## config.mk

```make
export PLATFORM = sky130hd
export DESIGN_NAME = meas_cycle_seq
export DESIGN_NICKNAME = d
export VERILOG_FILES = /design/src/rtl/meas_cycle_seq.sv
export SDC_FILE = /design/constraint.sdc
export NUM_CORES = 1
export LEC_CHECK = 0
export ABC_AREA = 0
export BUFFER_PORTS_ARGS = -buffer_cell sky130_fd_sc_hd__buf_2
export CAP_MARGIN = 20
export CORE_AREA = 4 4 58 60
export CTS_CLUSTER_DIAMETER = 200
export CTS_CLUSTER_SIZE = 25
export DETAILED_ROUTE_END_ITERATION = 16
export DIE_AREA = 0 0 62 64
export PLACE_DENSITY = 0.76
export SYNTH_ARGS = -nofsm -noshare
export SYNTH_HDL_FRONTEND = slang
export SYNTH_SLANG_ARGS = --single-unit
```

## constraint.sdc

```tcl
create_clock -name clk -period 2.85 [get_ports clk]
set_input_delay 0.7125 -clock clk [delete_from_list [all_inputs] [get_ports clk]]
set_output_delay 0.7125 -clock clk [all_outputs]
set_load 0.03 [all_outputs]
```

## src/rtl/meas_cycle_seq.sv

```systemverilog
module meas_cycle_seq #(
  parameter int HOLD_W = 16
) (
  input  logic              clk,
  input  logic              rst_n,
  input  logic              gate_q,
  input  logic [HOLD_W-1:0] hold_len,
  input  logic              man_rst,
  output logic              xfer_stb,
  output logic              gate_en,
  output logic              hold_busy,
  output logic              clr,
  output logic              clr_n
);

  typedef enum logic [1:0] {S_IDLE, S_HOLD, S_CLR} st_t;

  st_t              st;
  logic [HOLD_W-1:0] cnt;
  logic             clr_ph;
  logic             gate_d;
  logic [2:0]       msync;
  logic             man_pulse;
  logic             gate_end;

  assign man_pulse = msync[1] & ~msync[2];
  assign gate_end  = gate_d & ~gate_q & (st == S_IDLE);

  always_ff @(posedge clk or negedge rst_n) begin
    if (!rst_n) begin
      msync  <= '0;
      gate_d <= 1'b0;
    end else begin
      msync  <= {msync[1:0], man_rst};
      gate_d <= gate_q;
    end
  end

  always_ff @(posedge clk or negedge rst_n) begin
    if (!rst_n) begin
      st       <= S_IDLE;
      cnt      <= '0;
      clr_ph   <= 1'b0;
      xfer_stb <= 1'b0;
    end else begin
      xfer_stb <= 1'b0;
      if (man_pulse) begin
        st     <= S_CLR;
        clr_ph <= 1'b0;
      end else begin
        case (st)
          S_IDLE: if (gate_end) begin
            st       <= S_HOLD;
            cnt      <= hold_len;
            xfer_stb <= 1'b1;
          end
          S_HOLD: begin
            if (cnt == '0) begin
              st     <= S_CLR;
              clr_ph <= 1'b0;
            end else begin
              cnt <= cnt - 1'b1;
            end
          end
          S_CLR: begin
            clr_ph <= 1'b1;
            if (clr_ph) st <= S_IDLE;
          end
          default: st <= S_IDLE;
        endcase
      end
    end
  end

  assign gate_en   = (st == S_IDLE);
  assign hold_busy = (st == S_HOLD);
  assign clr       = (st == S_CLR);
  assign clr_n     = ~clr;

  a_r1_xfer_single: assert property (@(posedge clk) disable iff (!rst_n)
    xfer_stb |=> !xfer_stb);

  a_r2_xfer_in_hold: assert property (@(posedge clk) disable iff (!rst_n)
    xfer_stb |-> hold_busy);

  a_r3_gate_blocked: assert property (@(posedge clk) disable iff (!rst_n)
    (hold_busy || clr) |-> !gate_en);

  a_r4_clr_two_cycles: assert property (@(posedge clk) disable iff (!rst_n)
    $rose(clr) |=> clr);

  a_r4_clr_ends: assert property (@(posedge clk) disable iff (!rst_n)
    (clr && $past(clr) && !man_pulse) |=> !clr);

  a_r4_idle_after_clr: assert property (@(posedge clk) disable iff (!rst_n)
    ($fell(clr) && !man_pulse) |-> gate_en);

  a_r8_hold_holds: assert property (@(posedge clk) disable iff (!rst_n)
    (hold_busy && cnt != '0 && !man_pulse) |=> hold_busy);

endmodule

```

==> out/summary.txt, run 1 <==
Site Rows: 20
placed cells: 215
synthesized instance count: 161
Iter 0 DRT Violations: 131
Hold Vio Cnt, Final: 0
CTS tree: yes
CTS Sinks: 24
Slew headroom: 0.6339
Skew-Pair Late Insertion Delay: 0.34 ns
routed len/inst: 17.97 µm
Root Driver: clkbuf_4
Unique masters post-synth: 55
worst hold margin: 0.3349 ns
Nets: 211
share of the synthesized area in the top cell type: 0.3918
Max-cap violations: 0
P per Cell Area: 1055 mW/mm²
r2r endpoint: cnt[13]$_DFFE_PN0P_
Most used DFF post-synth: dfrtp_1
clock skew: 0.01978 ns
RSZ-0062 raised after global routing: no
CTS resizes: 0
Total GRT Usage: 0.2154
CTS Hold Bufs: 0
Routed WL: 3935 µm
global-route wire length before repair: 6527 µm
Tightest Pin Transition: 0.5441 ns
starting utilization of the core area: 0.5235
die area: 0.003968 mm²
clk buf depth: 2
n_diodes: 0
sequential share of the synthesized area: 0.3918
Crit path required time: 2.14 ns
VDD IR max: 0.7646 mV
yosys warns: 0
top cells by count, synth: dfrtp_1 (24), inv_1 (10), nand2_1 (9)
FF+latch count, synth: 24
gpl congestion: 0.9520
# setup viols final: 0
WP data arrival: 1.54 ns
total number of vias: 1482
Critical R2R Launch: cnt[0]$_DFFE_PN0P_
initial antenna violation count: 0
crit end category: output port
Post-CTS Setup Inserts: 0
synth top area cells: dfrtp_1 (39%), ha_1 (3.3%), inv_1 (2.4%)
final instance count without filler cells: 219
max frequency: 444.4 MHz
post-synthesis async set-or-reset flop share: 1.000
static leakage: 0.7282 nW
DR pass1 iterations: 7
I/O pin cnt: 25
type of the worst setup path: reg -> out
DRC violations left: 0
# H-tree levels: 1
Final Critical Period: 2.250 ns
share of layout cells above drive strength 1: 0.2097
Slew Limit Fails: 0
Netlist Area Pre-Place: 0.001533 mm²
setup TNS: 0 ns
Multi-input gate area: 854.6 µm²
Post-Syn Area per Cell: 9.520 µm²
grt ovf: 0
most frequent cell after synthesis: dfrtp_1
register area: 600.6 µm²
FF-to-FF path depth: 7
DR vias/cell: 6.767
HP Class: in -> async
CTS buffer count: 3
Worst-path clk slew: 0.15 ns
Post-synth EDFFs: 0
Post-Syn Nets: 185
fillers: 253
DP Wirelength: 2888 µm
Yosys top cell by area: dfrtp_1
CORE AREA: 0.002928 mm²
Synth-to-Final Area Change: 13.80%
antenna-violating nets left: 0
Die Wd: 62 µm
critical path startpoint category: flip-flop
largest net degree at the start of global routing: 25
Die Span Y: 64 µm
Final Cycle Share: 0.7896
status: completed
Reg2Reg Setup Slack: 0.73 ns
port bufs: 24
vias in the first global route: 1368
worst-path fanout max: 15
## cell families (layout without fill, tap and decap cells)
family,after synthesis,after routing,share of synthesized area
buffers and inverters,18,43,0.05062
adders and majority gates,4,4,0.03265
DFF,24,24,0.3918
muxes,3,3,0.01959
AOI/OAI and AO/OA,51,51,0.2482
and+or+nand+nor,61,61,0.2571
## per-layer routing
layer / vias to the layer above / GRT usage / routed length, µm
met1: 706 / 0.2946 / 1610
met4: 0 / 0.05570 / 92
li1: 678 / - / -
met5: - / 0 / 0
met2: 84 / 0.3484 / 1923
met3: 14 / 0.03030 / 308
## power breakdown
part / switching (mW) / internal (mW) / total [mW]
combinational: 0.526 / 0.378 / 0.904
clock: 0.111 / 0.142 / 0.254
sequential: 0.205 / 0.478 / 0.683
total: 0.842 / 0.998 / 1.84
## worst max-delay path: stages, from the launching register on
cell and delay (ns):
dfrtp_1 0.41, inv_1 0.10, ha_1 0.26, buf_4 0.23, buf_2 0.22
## cell type report
cell class | count | area share
Sequential cell | 24 | 0.3443
Clock buffer | 3 | 0.01291
Multi-Input combinational cell | 119 | 0.4900
Inverter | 10 | 0.02152
Clock inverter | 1 | 0.01722
Tap cell | 33 | 0.02367
Timing Repair Buffer | 29 | 0.09039
## registers in the layout (all words and copies together), names as in the netlist
signal and count:
gate_d 1, clr_ph 1, st 2, xfer_stb 1, msync 3, cnt 16
## metrics by stage
stage	setup WS, ns	instance area (µm²)	total power, mW	utilization
after floorplan	0.7266	1533	1.337	-
after global placement	0.8787	1692	1.541	0.5778
after detailed placement	0.7806	1692	1.578	0.5778
after CTS	0.6179	1744	1.828	0.5957
after global routing	0.5206	1744	1.973	0.5957
final	0.5997	1744	1.841	0.5957
## worst max-delay path by stage
| stage | startpoint | endpoint | slack, ns |
|---|---|---|---|
| finish | st[1]$_DFFE_PN0P_ | hold_busy | 0.60 |
| global route | st[1]$_DFFE_PN0P_ | hold_busy | 0.52 |
| CTS | st[1]$_DFFE_PN0P_ | hold_busy | 0.62 |
| detailed placement | cnt[0]$_DFFE_PN0P_ | cnt[13]$_DFFE_PN0P_ | 0.78 |
| global placement | gate_q | cnt[11]$_DFFE_PN0P_ | 0.88 |
| floorplan | st[1]$_DFFE_PN0P_ | cnt[11]$_DFFE_PN0P_ | 0.73 |
## layout by cell type, fill, tap and decap left out, types with 2 or more instances in the layout
cell type | Yosys | routed
a211o_1 | 2 | 2
a21oi_1 | 7 | 7
a221oi_1 | 2 | 2
a222oi_1 | 3 | 3
a22oi_1 | 3 | 3
a31oi_1 | 2 | 2
a32oi_1 | 2 | 2
and2_1 | 3 | 3
buf_2 | 2 | 24
buf_4 | 0 | 5
clkbuf_4 | 0 | 3
dfrtp_1 | 24 | 24
ha_1 | 4 | 4
inv_1 | 10 | 10
mux2i_1 | 3 | 3
nand2_1 | 9 | 9
nand2b_1 | 5 | 5
nand3_1 | 7 | 7
nand4_1 | 4 | 4
nor2_1 | 6 | 6
nor2b_1 | 3 | 3
nor3_1 | 4 | 4
nor4_1 | 3 | 3
o211ai_1 | 3 | 3
o21ai_0 | 4 | 4
o21ai_1 | 5 | 5
o22ai_1 | 2 | 2
o41ai_1 | 3 | 3
or3_1 | 3 | 3
or4_1 | 2 | 2
Note: power is estimated with default switching activity, not from simulation.
==> inputs of run 2 (changes only) <==
- ABC_AREA: 0 -> 1
- CORE_AREA: 4 4 58 60 -> 4 4 62 64
- DIE_AREA: 0 0 62 64 -> 0 0 66 68
- PLACE_DENSITY: 0.76 -> 0.72
- clock period: 2.85 -> 1.8 ns (I/O delays scaled with it)
==> out/summary.txt, run 2 <==
routed wl met2: 1945 µm (was 1923 µm)
most frequent cells in the layout: nand2_1 (92), nand3_1 (25), dfrtp_1 (24) (was dfrtp_1 (24), buf_2 (24), inv_1 (10))
total number of vias: 1632 (was 1482)
Post-Syn Nets: 258 (was 185)
antenna-violating nets left: 0 (unchanged)
I/O pin cnt: 25 (unchanged)
Die Span Y: 68 µm (was 64 µm)
HP Class: in -> async (unchanged)
Slew Limit Fails: 0 (unchanged)
DR pass1 iterations: 4 (was 7)
DRC violations left: 0 (unchanged)
Nets: 305 (was 211)
synth top area cells: dfrtp_1 (38%), nand2_1 (22%), nand3_1 (7.9%) (was dfrtp_1 (39%), ha_1 (3.3%), inv_1 (2.4%))
yosys warns: 0 (unchanged)
Site Rows: 21 (was 20)
clk buf depth: 2 (unchanged)
# H-tree levels: 1 (unchanged)
CTS tree: yes (unchanged)
placed cells: 318 (was 215)
n_diodes: 0 (unchanged)
Final Critical Period: 1.737 ns
initial antenna violation count: 0 (unchanged)
status: completed (unchanged)
Iter 0 DRT Violations: 90 (was 131)
Synth-to-Final Area Change: 23.33% (was 13.80%)
final instance count without filler cells: 325 (was 219)
port bufs: 24 (unchanged)
static leakage: 1.017 nW (was 0.7282 nW)
starting utilization of the core area: 0.4834 (was 0.5235)
Die Wd: 66 µm (was 62 µm)
crit end category: output port (unchanged)
top cells by count, synth: nand2_1 (92), nand3_1 (25), dfrtp_1 (24), nor2_1 (24), inv_1 (20) (was dfrtp_1 (24), inv_1 (10), nand2_1 (9))
RSZ-0062 raised after global routing: yes (was no)
type of the worst setup path: reg -> out (unchanged)
Root Driver: clkbuf_4 (unchanged)
overall power after layout: 3.326 mW (was 1.841 mW)
share of the synthesized area in the top cell type: 0.3783 (was 0.3918)
Tightest Pin Transition: 0.5580 ns (was 0.5441 ns)
Post-Syn Area per Cell: 6.785 µm² (was 9.520 µm²)
Yosys top cell by area: dfrtp_1 (unchanged)
Non-Filler Cell Area, Final: 0.001958 mm² (was 0.001744 mm²)
synthesized instance count: 234 (was 161)
Most used DFF post-synth: dfrtp_1 (unchanged)
most frequent cell after synthesis: nand2_1 (was dfrtp_1)
die area: 0.004488 mm² (was 0.003968 mm²)
clock skew: 0.01512 ns (was 0.01978 ns)
# setup viols final: 0 (unchanged)
most common cell after layout, fill and taps aside: nand2_1
top routing layer in use: met4 (unchanged)
max frequency: 575.8 MHz
Netlist Area Pre-Place: 0.001588 mm² (was 0.001533 mm²)
vias in the first global route: 1484 (was 1368)
share of layout cells above drive strength 1: 0.2437 (was 0.2097)
Post-synth EDFFs: 0 (unchanged)
Worst-path clk slew: 0.13 ns (was 0.15 ns)
VDD IR max: 1.115 mV (was 0.7646 mV)
WP data arrival: 1.29 ns (was 1.54 ns)
gpl congestion: 0.8402 (was 0.9520)
fillers: 321 (was 253)
global-route wire length before repair: 6251 µm (was 6527 µm)
grt ovf: 0 (unchanged)
P per Cell Area: 1698 mW/mm² (was 1055 mW/mm²)
Crit path required time: 1.35 ns (was 2.14 ns)
critical path startpoint category: flip-flop (unchanged)
Total GRT Usage: 0.1794 (was 0.2154)
post-synthesis async set-or-reset flop share: 1.000 (unchanged)
Routed WL: 3937 µm (was 3935 µm)
Placed Area: 0.001872 mm² (was 0.001692 mm²)
Max-cap violations: 0 (unchanged)
CTS Hold Bufs: 0 (unchanged)
Hold Vio Cnt, Final: 0 (unchanged)
Skew-Pair Late Insertion Delay: 0.32 ns (was 0.34 ns)
Unique masters post-synth: 25 (was 55)
largest net degree at the start of global routing: 25 (unchanged)
wl on met1: 1828 µm (was 1610 µm)
metal3 WL: 140 µm (was 308 µm)
Final Cycle Share: 0.9649
sequential share of the synthesized area: 0.3783 (was 0.3918)
DP Wirelength: 2760 µm (was 2888 µm)
CTS Sinks: 24 (unchanged)
top flop regs: cnt x16, msync x3, st x2 (unchanged)
Slew headroom: 0.6280 (was 0.6339)
FF+latch count, synth: 24 (unchanged)
Most flops, register: cnt (unchanged)
max FFs per register: 16 (unchanged)
CORE AREA: 0.003284 mm² (was 0.002928 mm²)
min setup slack post-route: 0.06325 ns (was 0.5997 ns)
routed len/inst: 12.11 µm (was 17.97 µm)
worst-path fanout max: 4 (was 15)
DR vias/cell: 5.022 (was 6.767)
CTS buffer count: 3 (unchanged)
worst slack, placed: -0.2340 ns (was 0.7806 ns)
## run 2: cell types whose count changed after synthesis, sizes merged, moves of 4 or more
cell	delta
a21oi	-5
clkbuf	-4
inv	+10
nand2	+84
nand2b	-5
nand3	+18
nor2	+23
nor4	-4
o21ai	+11
## run 2: worst paths after layout
path,start,end,slack (ns),cells after the start
min,rst_n,cnt[3]$_DFFE_PN0P_,0.1,1
max,st[0]$_DFFE_PN0P_,hold_busy,0.06,3
min in group clk,man_rst,msync[0]$_DFF_PN0_,0.24,1
max reg2reg,cnt[0]$_DFFE_PN0P_,cnt[12]$_DFFE_PN0P_,0.12,9
max in group asynchronous,rst_n,cnt[10]$_DFFE_PN0P_,1.33,1
min reg2reg,msync[0]$_DFF_PN0_,msync[1]$_DFF_PN0_,0.38,0
## run 2: cells by family after synthesis
group / after synthesis / synth area share
compound gates: 25 / 0.09613
fa+ha+maj: 4 / 0.03152
buf+inv: 26 / 0.07249
flops: 24 / 0.3783
mux: 1 / 0.006304
simple gates: 154 / 0.4153
## run 2: final cells by class
type	instances	area (µm²)	share of cell area
clock buffers	3	22.52	0.01150
inverters	21	78.83	0.04026
multi-input cells	186	908.4	0.4639
flip-flops and latches	24	600.6	0.3067
well taps	46	57.56	0.02939
repair buffers	45	290.3	0.1482
## run 2: repair_timing
action | in CTS | in global routing
buffers inserted | 1 | 1
pin swaps | 0 | 2
setup endpoints to repair | 15 | 16
gates resized for setup | 2 | 8
cloned | 0 | 2
## run 2: metrics by stage
| step | util | setup TNS, ns | hold slack [ns] |
|---|---|---|---|
| global placement | 0.5699 | -1.738 | 0.3503 |
| detailed placement | 0.5699 | -2.524 | 0.3478 |
| floorplan | - | 0 | 0.1544 |
| CTS | 0.5813 | 0 | 0.1153 |
| global route | 0.5962 | -0.01698 | 0.1231 |
| finish | 0.5962 | 0 | 0.09519 |
## run 2: where the power goes
part | leakage, nW | switching [mW] | total (mW) | internal (mW)
Clock | 0.0138 | 0.160 | 0.238 | 0.0785
Sequential | 0.292 | 0.172 | 0.933 | 0.761
Combinational | 0.711 | 1.32 | 2.15 | 0.830
## run 2: per-layer routing
| layer | vias to the layer above | GRT usage |
|---|---|---|
| li1 | 841 | - |
| met1 | 755 | 0.2177 |
| met2 | 31 | 0.3342 |
| met3 | 5 | 0.03448 |
| met4 | 0 | 0.03046 |
| met5 | - | 0 |
## run 2: critical path: stages, from the launching register on
cell	delay [ns]
dfrtp_1	0.40
buf_4	0.14
ha_1	0.24
buf_2	0.20
==> inputs of run 3 (changes only) <==
- ABC_CLOCK_PERIOD_IN_PS: not set -> 1800
- CTS_CLUSTER_SIZE: 25 -> 20
- GPL_TIMING_DRIVEN: not set -> 0
==> out/summary.txt, run 3 (same netlist as run 2, synthesis figures left out) <==
Most flops, register: cnt (unchanged)
Routed WL: 3458 µm (was 3937 µm)
min setup slack post-route: 0.06675 ns (was 0.06325 ns)
Sequential Power Share: 0.333 (was 0.281)
Max-cap violations: 0 (unchanged)
Die Span Y: 68 µm (unchanged)
largest net degree at the start of global routing: 25 (unchanged)
Worst-path clk slew: 0.13 ns (about the same)
HP Class: in -> async (unchanged)
routed wl met2: 1698 µm (was 1945 µm)
metal3 WL: 129 µm (was 140 µm)
most frequent cells in the layout: nand2_1 (92), buf_2 (25), nor2_1 (24), nand3_1 (24), dfrtp_1 (24) (was nand2_1 (92), nand3_1 (25), dfrtp_1 (24))
Die Wd: 66 µm (unchanged)
post-layout util: 0.5512 (was 0.5962)
Root Driver: clkbuf_4 (unchanged)
CTS tree: yes (unchanged)
critical path startpoint category: flip-flop (unchanged)
n_diodes: 0 (unchanged)
type of the worst setup path: reg -> out (unchanged)
Nets: 287 (was 305)
worst slack, placed: 0.05407 ns (was -0.2340 ns)
worst hold margin: 0.1054 ns (was 0.09519 ns)
I/O pin cnt: 25 (unchanged)
DR vias/cell: 4.857 (was 5.022)
Synth-to-Final Area Change: 14.03% (was 23.33%)
CORE AREA: 0.003284 mm² (unchanged)
clock skew: 0.005432 ns (was 0.01512 ns)
gpl congestion: 0.8338 (was 0.8402)
Tightest Pin Transition: 0.5586 ns (was 0.5580 ns)
static leakage: 0.9272 nW (was 1.017 nW)
crit end category: output port (unchanged)
worst-path fanout max: 7 (was 4)
DR pass1 iterations: 4 (unchanged)
port bufs: 24 (unchanged)
clk buf depth: 2 (unchanged)
DP Wirelength: 2658 µm (was 2760 µm)
antenna-violating nets left: 0 (unchanged)
Skew-Pair Late Insertion Delay: 0.31 ns (was 0.32 ns)
Iter 0 DRT Violations: 133 (was 90)
CTS Sinks: 24 (unchanged)
total number of vias: 1491 (was 1632)
share of layout cells above drive strength 1: 0.2031 (was 0.2437)
Final Cycle Share: 0.9629 (was 0.9649)
# H-tree levels: 1 (unchanged)
Hold Vio Cnt, Final: 0 (unchanged)
wl on met1: 1601 µm (was 1828 µm)
top flop regs: cnt x16, msync x3, st x2 (unchanged)
setup TNS: 0 ns (unchanged)
initial antenna violation count: 0 (unchanged)
Int Power: 1.482 mW (was 1.669 mW)
die area: 0.004488 mm² (unchanged)
routed len/inst: 11.26 µm (was 12.11 µm)
grt ovf: 0 (unchanged)
Clock power frac: 0.078 (was 0.072)
top routing layer in use: met4 (unchanged)
starting utilization of the core area: 0.4834 (unchanged)
switching power: 1.529 mW (was 1.656 mW)
# setup viols final: 0 (unchanged)
DRC violations left: 0 (unchanged)
P per Cell Area: 1663 mW/mm² (was 1698 mW/mm²)
global-route wire length before repair: 6230 µm (was 6251 µm)
WP data arrival: 1.28 ns (was 1.29 ns)
VDD IR max: 0.9774 mV (was 1.115 mV)
Crit path required time: 1.35 ns (about the same)
Slew headroom: 0.6276 (was 0.6280)
share of total power in combinational logic: 0.588 (was 0.648)
most common cell after layout, fill and taps aside: nand2_1 (unchanged)
overall power after layout: 3.011 mW (was 3.326 mW)
max frequency: 577.0 MHz (was 575.8 MHz)
max FFs per register: 16 (unchanged)
Slew Limit Fails: 0 (unchanged)
vias in the first global route: 1441 (was 1484)
Total GRT Usage: 0.1783 (was 0.1794)
status: completed (unchanged)
switching share of power: 0.5078 (was 0.4980)
CTS buffer count: 3 (unchanged)
Final Critical Period: 1.733 ns (was 1.737 ns)
RSZ-0062 raised after global routing: yes (unchanged)
Site Rows: 21 (unchanged)
[run 3: cell count changes in the layout (fill, tap and decap cells not counted), sizes merged]
| cell | previous run | this run |
|---|---|---|
| buf | 44 | 27 |
| clkbuf | 4 | 5 |
| nand2 | 94 | 93 |
| nor2 | 30 | 29 |
[run 3: power groups by stage]
stage / logic (mW) / clock network, mW / registers (mW)
after floorplan: 1.39 / 0 / 0.954
after global placement: 1.72 / 0 / 1.01
after detailed placement: 1.74 / 0 / 1.01
after CTS: 1.75 / 0.242 / 0.998
after global routing: 2.05 / 0.272 / 1.03
final: 1.77 / 0.236 / 1.00
[run 3: worst paths after layout]
check | startpoint | end | slack, ns | cells after the start
min in group clk | man_rst | msync[0]$_DFF_PN0_ | 0.24 | 1
min | rst_n | st[0]$_DFFE_PN0P_ | 0.11 | 1
max | st[0]$_DFFE_PN0P_ | gate_en | 0.07 | 3
max in group asynchronous | rst_n | cnt[7]$_DFFE_PN0P_ | 1.32 | 1
min reg2reg | msync[0]$_DFF_PN0_ | msync[1]$_DFF_PN0_ | 0.37 | 0
max reg2reg | cnt[0]$_DFFE_PN0P_ | cnt[0]$_DFFE_PN0P_ | 0.17 | 10
[run 3: what timing repair did]
item | 4_1_cts | 5_1_grt
buffers inserted | 0 | 0
setup endpoints to repair | 0 | 16
resized for setup | 0 | 8
endpoints found under the hold margin | 0 | 0
hold buffers | 0 | 0
[run 3: routing by layer]
layer,global-route usage,up-vias
met5,0,-
met4,0.04822,0
met3,0.02627,4
met2,0.3116,23
met1,0.2311,663
li1,-,801
[run 3: worst max-delay path, cell delays in order (launching register included)]
cell and delay (ns):
dfrtp_1 0.42, inv_1 0.09, ha_2 0.25, clkbuf_4 0.21
[run 3: final cells by class]
type	count	area (µm²)
fillers	330	1474
multi-input cells	184	890.9
flip-flops and latches	24	600.6
repair buffers	24	122.6
inverters	21	78.83
well taps	46	57.56
plain buffers	5	37.54
clock buffers	3	22.52
[run 3: stage by stage]
stage	std cells	area, µm²
3_3_place_gp	304	1765
3_5_place_dp	304	1765
6_report	307	1810
2_1_floorplan	234	1588
4_1_cts	307	1788
5_1_grt	307	1810
